==> config.mk <==
export PLATFORM = sky130hd
export DESIGN_NAME = adc_seq_ctrl
export DESIGN_NICKNAME = d
export VERILOG_FILES = /design/src/rtl/adc_seq_pkg.sv /design/src/rtl/adc_clk_div.sv /design/src/rtl/adc_trig_edge.sv /design/src/rtl/adc_scan_fsm.sv /design/src/rtl/adc_result_bank.sv /design/src/rtl/adc_seq_ctrl.sv
export SDC_FILE = /design/constraint.sdc
export NUM_CORES = 1
export LEC_CHECK = 0
export ABC_AREA = 0
export BUFFER_PORTS_ARGS = -buffer_cell sky130_fd_sc_hd__buf_4
export CORE_ASPECT_RATIO = 0.5
export CORE_UTILIZATION = 55
export DETAILED_ROUTE_END_ITERATION = 10
export GPL_TIMING_DRIVEN = 1
export HOLD_SLACK_MARGIN = 0.05
export MAX_ROUTING_LAYER = met4
export PLACE_DENSITY = 0.79
export SYNTH_ARGS = -nofsm -noshare
export SYNTH_HDL_FRONTEND = slang
export SYNTH_SLANG_ARGS = --single-unit
export TNS_END_PERCENT = 20
==> constraint.sdc <==
create_clock -name clk -period 7.25 [get_ports clk]
set_input_delay 1.45 -clock clk [delete_from_list [all_inputs] [get_ports clk]]
set_output_delay 1.45 -clock clk [all_outputs]
set_load 0.02 [all_outputs]
==> src/rtl/adc_seq_pkg.sv <==
package adc_seq_pkg;
  localparam int NCH    = 8;
  localparam int CH_W   = $clog2(NCH);
  localparam int RES_W  = 10;
  localparam int NTRIG  = 5;
  localparam int DIV_W  = 8;
  localparam int WSEL_W = 3;
  localparam logic [31:0] CTRL_WMASK = 32'h0F2F_FFFF;
  localparam logic [31:0] IEN_WMASK  = 32'h0000_01FF;

  typedef enum logic {ST_IDLE, ST_BUSY} seq_st_e;

  function automatic logic [CH_W-1:0] first_sel(input logic [NCH-1:0] mask);
    logic [CH_W-1:0] r;
    r = '0;
    for (int i = NCH - 1; i >= 0; i--)
      if (mask[i]) r = CH_W'(i);
    return r;
  endfunction

  function automatic logic [CH_W-1:0] next_sel(input logic [NCH-1:0] mask,
                                               input logic [CH_W-1:0] cur);
    logic [CH_W-1:0] r;
    logic            found;
    r     = first_sel(mask);
    found = 1'b0;
    for (int i = 0; i < NCH; i++)
      if (!found && mask[i] && (CH_W'(i) > cur)) begin
        r     = CH_W'(i);
        found = 1'b1;
      end
    return r;
  endfunction
endpackage

==> src/rtl/adc_clk_div.sv <==
module adc_clk_div
  import adc_seq_pkg::*;
(
  input  logic             clk,
  input  logic             rst_n,
  input  logic             en,
  input  logic [DIV_W-1:0] div,
  output logic             tick
);
  logic [DIV_W-1:0] cnt_q, cnt_d;

  always_comb begin
    tick  = en && (cnt_q == div);
    cnt_d = (!en || tick) ? '0 : cnt_q + 1'b1;
  end

  always_ff @(posedge clk or negedge rst_n)
    if (!rst_n) cnt_q <= '0;
    else        cnt_q <= cnt_d;


  tick_spacing_chk: assert property (@(posedge clk) disable iff (!rst_n)
    tick |=> (!tick || div == '0));
endmodule

==> src/rtl/adc_trig_edge.sv <==
module adc_trig_edge
  import adc_seq_pkg::*;
(
  input  logic             clk,
  input  logic             rst_n,
  input  logic [NTRIG-1:0] trig,
  input  logic [2:0]       mode,
  input  logic             fall,
  output logic             hit
);
  logic [NTRIG-1:0] s1_q, s2_q, s3_q, edges;

  always_ff @(posedge clk or negedge rst_n)
    if (!rst_n) begin
      s1_q <= '0;
      s2_q <= '0;
      s3_q <= '0;
    end else begin
      s1_q <= trig;
      s2_q <= s1_q;
      s3_q <= s2_q;
    end

  always_comb begin
    edges = fall ? (~s2_q & s3_q) : (s2_q & ~s3_q);
    hit   = 1'b0;
    for (int i = 0; i < NTRIG; i++)
      if (mode == 3'(i + 2)) hit = edges[i];
  end
endmodule

==> src/rtl/adc_scan_fsm.sv <==
module adc_scan_fsm
  import adc_seq_pkg::*;
(
  input  logic            clk,
  input  logic            rst_n,
  input  logic            pdn_i,
  input  logic            burst_i,
  input  logic [2:0]      mode_i,
  input  logic [NCH-1:0]  mask_i,
  input  logic            trig_hit,
  input  logic            cnv_ready,
  output logic            cnv_start,
  output logic [CH_W-1:0] cnv_chan,
  output logic            res_valid,
  output logic            clr_now
);
  seq_st_e         st_q, st_d;
  logic            scan_q, scan_d, go, idle, single_go;
  logic [CH_W-1:0] chan_q, chan_d, pick;

  always_comb begin
    idle      = (st_q == ST_IDLE);
    single_go = !burst_i && ((mode_i == 3'd1) || trig_hit);
    go        = idle && pdn_i && (|mask_i) && (burst_i || single_go);
    pick      = (burst_i && scan_q) ? next_sel(mask_i, chan_q) : first_sel(mask_i);
    clr_now   = go && !burst_i && (mode_i == 3'd1);
    res_valid = !idle && cnv_ready;
    scan_d    = burst_i && (scan_q || go);
    chan_d    = go ? pick : chan_q;
    st_d      = st_q;
    if (go)             st_d = ST_BUSY;
    else if (res_valid) st_d = ST_IDLE;
  end

  always_ff @(posedge clk or negedge rst_n)
    if (!rst_n) begin
      st_q      <= ST_IDLE;
      scan_q    <= 1'b0;
      chan_q    <= '0;
      cnv_start <= 1'b0;
    end else begin
      st_q      <= st_d;
      scan_q    <= scan_d;
      chan_q    <= chan_d;
      cnv_start <= go;
    end

  assign cnv_chan = chan_q;


  start_needs_power_chk: assert property (@(posedge clk) disable iff (!rst_n)
    cnv_start |-> $past(pdn_i));

  start_single_cycle_chk: assert property (@(posedge clk) disable iff (!rst_n)
    cnv_start |=> !cnv_start);

  start_needs_mask_chk: assert property (@(posedge clk) disable iff (!rst_n)
    cnv_start |-> $past(mask_i) != '0);
endmodule

==> src/rtl/adc_result_bank.sv <==
module adc_result_bank
  import adc_seq_pkg::*;
(
  input  logic                      clk,
  input  logic                      rst_n,
  input  logic                      wr,
  input  logic [CH_W-1:0]           wr_chan,
  input  logic [RES_W-1:0]          wr_data,
  input  logic [NCH-1:0]            ch_clr,
  input  logic                      g_clr,
  output logic [NCH-1:0]            done_q,
  output logic [NCH-1:0]            ovr_q,
  output logic [NCH-1:0][RES_W-1:0] res_q,
  output logic                      g_done_q,
  output logic                      g_ovr_q,
  output logic [CH_W-1:0]           g_chan_q,
  output logic [RES_W-1:0]          g_res_q
);
  logic [NCH-1:0]            done_d, ovr_d;
  logic [NCH-1:0][RES_W-1:0] res_d;
  logic                      g_done_d, g_ovr_d;
  logic [CH_W-1:0]           g_chan_d;
  logic [RES_W-1:0]          g_res_d;

  always_comb begin
    done_d   = done_q & ~ch_clr;
    ovr_d    = ovr_q & ~ch_clr;
    res_d    = res_q;
    g_done_d = g_done_q && !g_clr;
    g_ovr_d  = g_ovr_q && !g_clr;
    g_chan_d = g_chan_q;
    g_res_d  = g_res_q;
    if (wr) begin
      ovr_d[wr_chan]  = ovr_d[wr_chan] | (done_q[wr_chan] & ~ch_clr[wr_chan]);
      done_d[wr_chan] = 1'b1;
      res_d[wr_chan]  = wr_data;
      g_ovr_d         = g_ovr_d || (g_done_q && !g_clr);
      g_done_d        = 1'b1;
      g_chan_d        = wr_chan;
      g_res_d         = wr_data;
    end
  end

  always_ff @(posedge clk or negedge rst_n)
    if (!rst_n) begin
      done_q   <= '0;
      ovr_q    <= '0;
      res_q    <= '0;
      g_done_q <= 1'b0;
      g_ovr_q  <= 1'b0;
      g_chan_q <= '0;
      g_res_q  <= '0;
    end else begin
      done_q   <= done_d;
      ovr_q    <= ovr_d;
      res_q    <= res_d;
      g_done_q <= g_done_d;
      g_ovr_q  <= g_ovr_d;
      g_chan_q <= g_chan_d;
      g_res_q  <= g_res_d;
    end


  one_done_rise_chk: assert property (@(posedge clk) disable iff (!rst_n)
    $countones(done_q & ~$past(done_q)) <= 1);

  ovr_implies_done_chk: assert property (@(posedge clk) disable iff (!rst_n)
    (ovr_q & ~done_q) == '0);

  g_ovr_implies_done_chk: assert property (@(posedge clk) disable iff (!rst_n)
    g_ovr_q |-> g_done_q);
endmodule

==> src/rtl/adc_seq_ctrl.sv <==
module adc_seq_ctrl
  import adc_seq_pkg::*;
(
  input  logic              clk,
  input  logic              rst_n,
  input  logic              bus_we,
  input  logic              bus_re,
  input  logic [3:0]        bus_addr,
  input  logic [31:0]       bus_wdata,
  output logic [31:0]       bus_rdata,
  input  logic [NTRIG-1:0]  trig_in,
  output logic              cnv_clk_en,
  output logic              cnv_start,
  output logic [CH_W-1:0]   cnv_chan,
  output logic [3:0]        cnv_bits,
  input  logic [RES_W-1:0]  cnv_result,
  input  logic              cnv_ready,
  output logic              irq
);
  logic rs1_q, rs2_q;
  always_ff @(posedge clk or negedge rst_n)
    if (!rst_n) begin
      rs1_q <= 1'b0;
      rs2_q <= 1'b0;
    end else begin
      rs1_q <= 1'b1;
      rs2_q <= rs1_q;
    end
  logic rst_i;
  assign rst_i = rs2_q;

  logic [31:0] ctrl_q, ctrl_d, ien_q, ien_d;
  logic        irq_d, trig_hit, res_valid, clr_now, g_clr;
  logic [NCH-1:0]            ch_clr, done_q, ovr_q;
  logic [NCH-1:0][RES_W-1:0] res_q;
  logic                      g_done_q, g_ovr_q;
  logic [CH_W-1:0]           g_chan_q;
  logic [RES_W-1:0]          g_res_q, kept;

  logic [NCH-1:0]    f_mask;
  logic [DIV_W-1:0]  f_div;
  logic              f_burst, f_pdn, f_fall;
  logic [WSEL_W-1:0] f_res;
  logic [2:0]        f_mode;
  assign f_mask  = ctrl_q[7:0];
  assign f_div   = ctrl_q[15:8];
  assign f_burst = ctrl_q[16];
  assign f_res   = ctrl_q[19:17];
  assign f_pdn   = ctrl_q[21];
  assign f_mode  = ctrl_q[26:24];
  assign f_fall  = ctrl_q[27];

  assign cnv_bits = 4'(RES_W) - 4'(f_res);
  assign kept     = cnv_result & ({RES_W{1'b1}} << f_res);

  always_comb begin
    ctrl_d = ctrl_q;
    if (bus_we && bus_addr == 4'd0) ctrl_d = bus_wdata & CTRL_WMASK;
    else if (clr_now)               ctrl_d[26:24] = 3'd0;
    ien_d  = (bus_we && bus_addr == 4'd1) ? (bus_wdata & IEN_WMASK) : ien_q;
    irq_d  = ien_q[8] && |(done_q & ien_q[NCH-1:0]);
    ch_clr = (bus_re && bus_addr[3]) ? (NCH'(1) << bus_addr[2:0]) : '0;
    g_clr  = bus_re && (bus_addr == 4'd3);
  end

  always_ff @(posedge clk or negedge rst_i)
    if (!rst_i) begin
      ctrl_q <= '0;
      ien_q  <= '0;
      irq    <= 1'b0;
    end else begin
      ctrl_q <= ctrl_d;
      ien_q  <= ien_d;
      irq    <= irq_d;
    end

  always_comb begin
    bus_rdata = '0;
    if (bus_addr[3])
      bus_rdata = {done_q[bus_addr[2:0]], ovr_q[bus_addr[2:0]], 14'b0,
                   res_q[bus_addr[2:0]], 6'b0};
    else
      case (bus_addr[2:0])
        3'd0:    bus_rdata = ctrl_q;
        3'd1:    bus_rdata = ien_q;
        3'd2:    bus_rdata = {15'b0, irq, ovr_q, done_q};
        3'd3:    bus_rdata = {g_done_q, g_ovr_q, 3'b0, g_chan_q, 8'b0, g_res_q, 6'b0};
        default: bus_rdata = '0;
      endcase
  end

  adc_clk_div u_div (.clk(clk), .rst_n(rst_i), .en(f_pdn), .div(f_div),
                     .tick(cnv_clk_en));

  adc_trig_edge u_trig (.clk(clk), .rst_n(rst_i), .trig(trig_in), .mode(f_mode),
                        .fall(f_fall), .hit(trig_hit));

  adc_scan_fsm u_fsm (.clk(clk), .rst_n(rst_i), .pdn_i(f_pdn), .burst_i(f_burst),
                      .mode_i(f_mode), .mask_i(f_mask), .trig_hit(trig_hit),
                      .cnv_ready(cnv_ready), .cnv_start(cnv_start), .cnv_chan(cnv_chan),
                      .res_valid(res_valid), .clr_now(clr_now));

  adc_result_bank u_bank (.clk(clk), .rst_n(rst_i), .wr(res_valid), .wr_chan(cnv_chan),
                          .wr_data(kept), .ch_clr(ch_clr), .g_clr(g_clr),
                          .done_q(done_q), .ovr_q(ovr_q), .res_q(res_q),
                          .g_done_q(g_done_q), .g_ovr_q(g_ovr_q),
                          .g_chan_q(g_chan_q), .g_res_q(g_res_q));


  irq_master_gate_chk: assert property (@(posedge clk) disable iff (!rst_i)
    !ien_q[8] |=> !irq);
endmodule

==> impl_metrics.ini <==
[setup_path]
slowest_stage = and2_1
endpoint_kind = output port
path_class = input pin to output port
crit_family = simple AND/OR/NAND/NOR gates
crit_top_cell = buf_4
cp.required_ns = 5.80
cp_cell_sequence = buf_4 -> and2_1 -> nand2_1 -> nor2_1 -> a21oi_1 -> o21ai_0 -> buf_4
start_kind = input pin
cp.arrival_ns = 3.66
worst_path_largest_cell_delay_ns = 0.79
cp_max_fo = 45
path_buf_inv = 2

[synth]
synth.distinct_cells = 54
synth_enable_flop_cells = 0
synth_common_cells = dfrtp_1 (177), nand2_1 (122), o21ai_0 (75), mux2_2 (69), nor2_1 (40)
ys.flop_type = dfrtp_1
netlist_instances = 767
syn_area_um2 = 8480
synth.yosys.warnings = 0
yosysMostFrequentCell = dfrtp_1
seq_area_frac_synth_pct = 52.3
yosys-top-cells-area = dfrtp_1 (52%), mux2_2 (9.2%), mux4_2 (7.2%), nand2_1 (5.4%), o21ai_0 (4.4%)
yosysTopAreaCell = dfrtp_1
async_flop_share_pct = 100
synth_top_cell_area_share_pct = 52.3
ys_ff_latch = 177
syn_area_per_cell_um2 = 11.1

[global_routing]
grt_pass1_wl_mm = 34.8
grt_max_degree = 90
top_usage_layer = met2
use_met2_pct = 42.3
grt_util_all_layers_pct = 29.5
antenna_found_initial = 1
met3_usage_pct = 7.06
grt_pass1_vias = 6507
gr-usage-met1_pct = 41.8
grt.overflow.total = 0

[timing]
fin_skew_ns = 0.0128
rsz0062_at_grt = false
relSlewSlack_pct = 24.6
setup_violations = 0
min_period_over_period_pct = 70.5
hold_viol = 0
drv_slew = 0
min_period_ns = 5.11
worst_pin_slew_ns = 1.13
max_freq_mhz = 196
setup_tns_ns = 0

[outcome]
status = complete, no violations

[floorplanning]
initial_utilization_pct = 57.5
fp-row-count = 31
die_w_um = 178
die_h_um = 89.8
core_area_um2 = 14700
io_pins = 98
design.die.area_um2 = 15900

[route]
detail-route-antenna-nets = 0
first_iter_violations = 605
drtPass1Iterations = 5
avgRoutedWirePerCell_um = 20.3
num_vias = 6352
drc = 0
vias_per_cell = 6.09
wirelength_mm = 21.2

[power_and_ir_drop]
p_total_w = 0.00346
peakVddDrop_v = 0.000180
p_per_area_nw_per_um2 = 353
cellLeakagePower_nw = 4.61

[clocking]
clk_pin_slew_worst_paths_ns = 0.08
cts_buffers = 17
h-tree-depth = 4
clockBufferDepth = 2
cts-resized-gates = 0
clk_latency_ns = 0.43
postCtsSetupBuffers = 0
cts_tree = done
cts_sinks = 177
root_buffer = clkbuf_16
ctsHoldBuffers = 0

[cells_and_area]
drive_gt1_share_pct = 27.3
syn2layout_area_growth_pct = 15.5
nets = 892
fillerInstances = 1107

[min_path]
hp-class = flip-flop to asynchronous set/reset pin

[placement]
gp_congestion = 0.905
dpl.hpwl_mm = 14.1
numPortBuffers = 85

[job]
drv_cap = 0
## state kept, by name, summed over array words and instances, names as in the netlist, 3 cells and up
signal           count
u_trig.s1_q          5
u_bank.res_q        80
u_trig.s3_q          5
u_bank.g_res_q      10
ctrl_q              25
u_bank.g_chan_q      3
u_bank.done_q        8
u_bank.ovr_q         8
u_fsm.cnv_chan       3
u_div.cnt_q          8
u_trig.s2_q          5
ien_q                9
## final timing paths
path | start | to | slack, ns | cells after the start
worst max-delay path | bus_addr[0] | bus_rdata[30] | 2.14 | 7
worst min-delay path | rs2_q | u_trig.s1_q[1] | 0.16 | 0
worst max register to register | u_fsm.st_q | u_bank.ovr_q[4] | 4.35 | 6
worst min register to register | rs2_q | u_trig.s1_q[1] | 0.16 | 0
max in group asynchronous | rs2_q | u_bank.res_q[12] | 5.74 | 1
min in group clk | u_trig.s1_q[4] | u_trig.s2_q[4] | 0.35 | 0
## layout by cell type (no fill, tap or decap), types with 5 or more instances in the layout
cell type / Yosys / routed
a21oi_1: 28 / 28
a22oi_1: 8 / 8
a31oi_1: 8 / 8
and3_1: 13 / 13
buf_4: 9 / 90
clkbuf_16: 0 / 17
conb_1: 2 / 6
dfrtp_1: 177 / 176
ha_1: 5 / 5
inv_1: 18 / 18
inv_8: 0 / 6
mux2_2: 69 / 69
mux2i_1: 27 / 27
mux4_2: 27 / 27
nand2_1: 122 / 122
nand2b_1: 5 / 5
nand3_1: 27 / 27
nor2_1: 40 / 40
nor2b_1: 5 / 5
o21ai_0: 75 / 75
xor2_1: 12 / 12
## kinds of logic after synthesis
group	count (synthesis)	share of synthesized area, %
simple gates	236	12.5
flops	177	52.3
compound gates	142	9.60
mux	123	19.5
buf+inv	68	3.88
xor+xnor	14	1.45
fa+ha+maj	5	0.738
other cells	2	0.0886
## routing by layer
layer / routed length (um) / up-vias
met5: 0 / -
met1: 9540 / 3188
met4: 289 / 0
li1: - / 2830
met3: 1820 / 38
met2: 9530 / 296
## power by group
part           switching [W]  leakage (nW)  internal [W]
sequential          0.000287          2.26       0.00131
clock               0.000440         0.298      0.000499
combinational       0.000479          2.05      0.000445
## layout make-up
type / instances / area, um2 / area share, %
Antenna cell: 1 / 2.50 / 0.0256
Clock buffer: 17 / 425 / 4.35
Clock inverter: 15 / 189 / 1.93
Inverter: 19 / 71.3 / 0.729
Multi-Input combinational cell: 526 / 3740 / 38.2
Sequential cell: 177 / 4430 / 45.3
Tap cell: 198 / 248 / 2.53
Timing Repair Buffer: 90 / 676 / 6.90
## stage by stage
stage / hold WS [ns] / instance area, um2 / instances / setup WS, ns / utilization (%)
2_1_floorplan: 0.331 / 8490 / 771 / 1.95 / -
3_3_place_gp: 0.160 / 9170 / 1010 / 2.25 / 62.2
3_5_place_dp: 0.164 / 9170 / 1010 / 2.24 / 62.2
4_1_cts: 0.172 / 9780 / 1042 / 2.19 / 66.4
5_1_grt: 0.186 / 9790 / 1043 / 2.04 / 66.4
6_report: 0.164 / 9790 / 1043 / 2.14 / 66.4
Power figures use the tool's default switching activity.
